===== src/rtl/bist_ctl_reg.sv =====
module bist_ctl_reg (
  input  logic       clk,
  input  logic       rst_n,
  input  logic       bist_en,
  input  logic       host_we,
  input  logic [7:0] host_wdata,
  output logic [7:0] host_rdata,
  input  logic       loc_we,
  input  logic [7:0] loc_wdata,
  output logic [7:0] loc_rdata,
  output logic       loc_irq
);

  logic       start_q;
  logic [3:0] code_q;
  logic       host_set;
  logic       loc_clr;
  logic [7:0] image;

  assign host_set = host_we && host_wdata[6];
  assign loc_clr  = loc_we && !loc_wdata[6];

  always_ff @(posedge clk) begin
    if (!rst_n) begin
      start_q <= 1'b0;
      code_q  <= 4'h0;
    end else begin
      if (host_set)
        start_q <= 1'b1;
      else if (loc_clr)
        start_q <= 1'b0;
      if (loc_we)
        code_q <= loc_wdata[3:0];
    end
  end

  assign image      = {bist_en, start_q, 2'b00, code_q};
  assign host_rdata = image;
  assign loc_rdata  = image;
  assign loc_irq    = start_q && bist_en;

endmodule



===== config.mk =====
export PLATFORM = sky130hd
export DESIGN_NAME = bist_ctl_reg
export DESIGN_NICKNAME = d
export VERILOG_FILES = /design/src/rtl/bist_ctl_reg.sv
export SDC_FILE = /design/constraint.sdc
export NUM_CORES = 1
export LEC_CHECK = 0
export ABC_AREA = 1
export BUFFER_PORTS_ARGS = -buffer_cell sky130_fd_sc_hd__buf_2
export CORE_AREA = 3 3 40 42
export DETAILED_ROUTE_END_ITERATION = 6
export DIE_AREA = 0 0 43 45
export GPL_TIMING_DRIVEN = 1
export MAX_ROUTING_LAYER = met4
export SYNTH_ARGS = -nofsm -noshare
export SYNTH_HDL_FRONTEND = slang
export SYNTH_SLANG_ARGS = --single-unit
export TNS_END_PERCENT = 100

===== constraint.sdc =====
create_clock -name clk -period 0.8 [get_ports clk]
set_input_delay 0.08 -clock clk [delete_from_list [all_inputs] [get_ports clk]]
set_output_delay 0.08 -clock clk [all_outputs]
set_load 0.03 [all_outputs]

==> results.md <==
- Outcome: complete, but fails checks
- Violations in the final reports: negative setup slack
- Global route hottest layer: met2
- Clock network latency to the later pin of the worst-skew pair: between 200 and 250 ps
- Synth Cell Area: 279.0 µm²
- Required time at the worst-slack endpoint: 720 ps
- Number of global-route vias before repair: 222
- Compound-gate portion of the synthesized area: approximately 9%
- Fin Hold WS: 63.13 ps
- Number of design-rule violations left by the first detailed-router iteration: 2
- Storage element area: around 110 µm²
- Final critical-path share of the clock period: 109.9%
- Worst path max stage delay: ~340 ps
- Critical path data arrival time: roughly 800 ps
- Height of the die: 45 µm
- Area taken by multi-input logic gates: a little under 90 µm²
- Maximum clock frequency: 1138 MHz
- Endpoint class of the critical path: primary output
- Routability congestion estimate from global placement: between 0.6 and 0.7
- Crit Path Category: flip-flop to primary output
- Final critical delay including setup and external delays: between 800 and 900 ps
- Critical path fanouts, max: 4
- Slowest-stage cell, CP: dfxtp_2
- Largest area contributor in the synthesized netlist: dfxtp_1
- Maximum number of pins on one net before global-route repair: 7
- Via Count: about 260
- Clk slew on worst S/H paths: ~40 ps
- Register-to-register setup slack: 150 ps
- GRT Overall Usage: 7.137%
- Yosys Warn Count: 0
- Max Cap Violations: 0
- Detailed placement HPWL: 497.3 µm
- Count of unresolved DRC violations after routing: 0
- Number of buffers created by CTS: 3
- Number of buffers added to fix hold violations after cts: 0
- Post-synthesis sequential element count: 5
- Core Rows: 13
- Final WL: about 660 µm
- Number of failing hold endpoints at the final stage: 0
- Remaining antenna violation count: 0
- Wire length of the first global-routing pass: ~950 µm
- Met1 track demand over resource: under 10%
- Cell count after placement: 68
- Count of placed standard cells in the final layout, fillers left out: ~70
- DIE WIDTH: 43 µm
- Post-synth top area share: 35.87%
- Crit path cell chain: nand2_2, inv_2, buf_6
- Clk root buf: clkbuf_4
- Antenna diodes: 0
- Xor and xnor fraction of the mapped netlist area: 0%
- Layout Skew: 0 ps
- Sequential-to-total area share from yosys stat: a little over a third
- Average footprint of a synthesized cell: a little over 7 µm²
- Drt wl/cell: just over 9 µm
- IR drop worst, VDD: roughly 0.6 mV
- Count of port buffers added during placement: 23
- Final Net Count: approximately 80
- Post-detailed-route via-to-cell ratio: ~3.7
- Worst-case setup margin in the final layout: -78.92 ps
- Clock net sink count: 5
- 1st-pass router iterations: 2
- Setup repair after global routing missed its margin: true
- TritonCTS clock tree: yes
- Layout Cell Area excl Fill: ~430 µm²
- Startpoint class of the critical path: flip-flop
- Unique masters post-synth: 8
- Initial core utilization: between 20% and 30%
- Number of antenna violations at the first check in global routing: 0
- Slew Limit Fails: 0
- Share of synthesized cell area in full adder, half adder and majority cells: 0%
- Boundary Pins: 38
- Finish-stage setup viols: 5
- Reported leakage power: 0.2371 nW
- Post-placement cell area: ~330 µm²
- Share of cell area taken by muxes after synthesis: 0%
- Die footprint: approximately 0.0019 mm²
- Share of cells above drive strength 1: a little under 60%
- Buffer depth of the longest clock path: 2
- Main combinational cell family by area after synthesis: buffers and inverters
- Gate Count Post-Synth: 39
- Pwr dens: a little under 2000 mW/mm²
- Placeable core region: between 0.001 and 0.0015 mm²
- Routing usage on met2: about 10%
- Top post-synthesis cells by area: dfxtp_1 (36%), buf_4 (32%), nor2_1 (11%), o21ai_0 (7.2%), inv_1 (5.4%)
- Area fraction in and, or, nand and nor cells after synthesis: approximately 16%
- Grt ovf: 0
- Type of the worst min-delay path: input port to flip-flop
- Met3 track utilization from global routing: under 10%
- H-tree depth: 1
- Final-layout fill cell count: roughly 150
- Leading cell type in the layout, fill and taps excluded: buf_2
- Layout overhead on the synthesized area: 52.47%
- Commonest non-fill, non-tap cells in the layout: buf_2 (14), buf_6 (9), nor2_1 (8)
-- critical path: cells and delay by family, from the launching register on --
family,cells,cell delay (ps)
and+or+nand+nor,1,50
DFF,1,340
buffers and inverters,2,170
-- state kept, by name (all words and copies together), names as in the netlist --
name,count
code_q,4
start_q,1
-- metal layers --
layer	vias to the layer above	wire length [µm]
li1	137	-
met2	19	293
met4	0	0
met1	107	259
met5	-	0
met3	0	109
-- layout make-up --
cell class,instances,share of cell area [%]
multi-input combinational,21,20.59
timing repair buffer,23,40.29
sequential,5,25.00
inverter,4,3.529
tap,15,4.412
clock buffer,4,6.176
-- what timing repair did --
| action | in CTS | in global routing |
|---|---|---|
| pin swaps | 0 | 0 |
| setup buffers | 0 | 0 |
| hold endpoints to repair | 0 | 0 |
| resized for setup | 23 | 2 |
| cloned | 0 | 0 |
| endpoints found under the setup margin | 11 | 11 |
-- final timing paths --
kind	startpoint	end	cells after the start
worst min register to register	start_q$_SDFFE_PN0P_	start_q$_SDFFE_PN0P_	2
worst max register to register	code_q[1]$_SDFFE_PN0P_	code_q[1]$_SDFFE_PN0P_	2
worst min-delay path	loc_wdata[0]	code_q[0]$_SDFFE_PN0P_	3
worst max-delay path	start_q$_SDFFE_PN0P_	loc_irq	3
-- power by group --
| part | internal (mW) | switching [mW] | total, mW | leakage, nW |
|---|---|---|---|---|
| registers | 0.271 | 0.0183 | 0.290 | 0.0430 |
| clock network | 0.188 | 0.0998 | 0.288 | 0.0150 |
| logic | 0.0904 | 0.151 | 0.241 | 0.179 |
| total | 0.550 | 0.269 | 0.819 | 0.237 |
-- cells in the mapped netlist --
cell / count
buf_4: 12
nor2_1: 8
dfxtp_1: 5
inv_1: 4
nand2_1: 4
o21ai_0: 4
a21oi_1: 1
conb_1: 1
-- metrics by stage --
stage                     TNS (ps)  power (mW)  setup WS (ps)  utilization, %
after floorplan                  0      0.4660          6.258               -
after global placement           0      0.4871          104.5           26.00
after detailed placement         0      0.4885          90.83           26.00
after CTS                   -308.5      0.8374         -97.88           32.91
after global routing        -540.6      0.8687         -128.9           33.11
final                       -210.2      0.8188         -78.92           33.11
-- kinds of logic (layout without fill, tap and decap cells) --
family,after synthesis,in the layout
flip-flops,5,5
buffers and inverters,16,31
AO/OA/AOI/OAI,5,5
other,1,4
AND/OR/NAND/NOR,12,12
No activity file was read; power rests on OpenSTA's default activity.
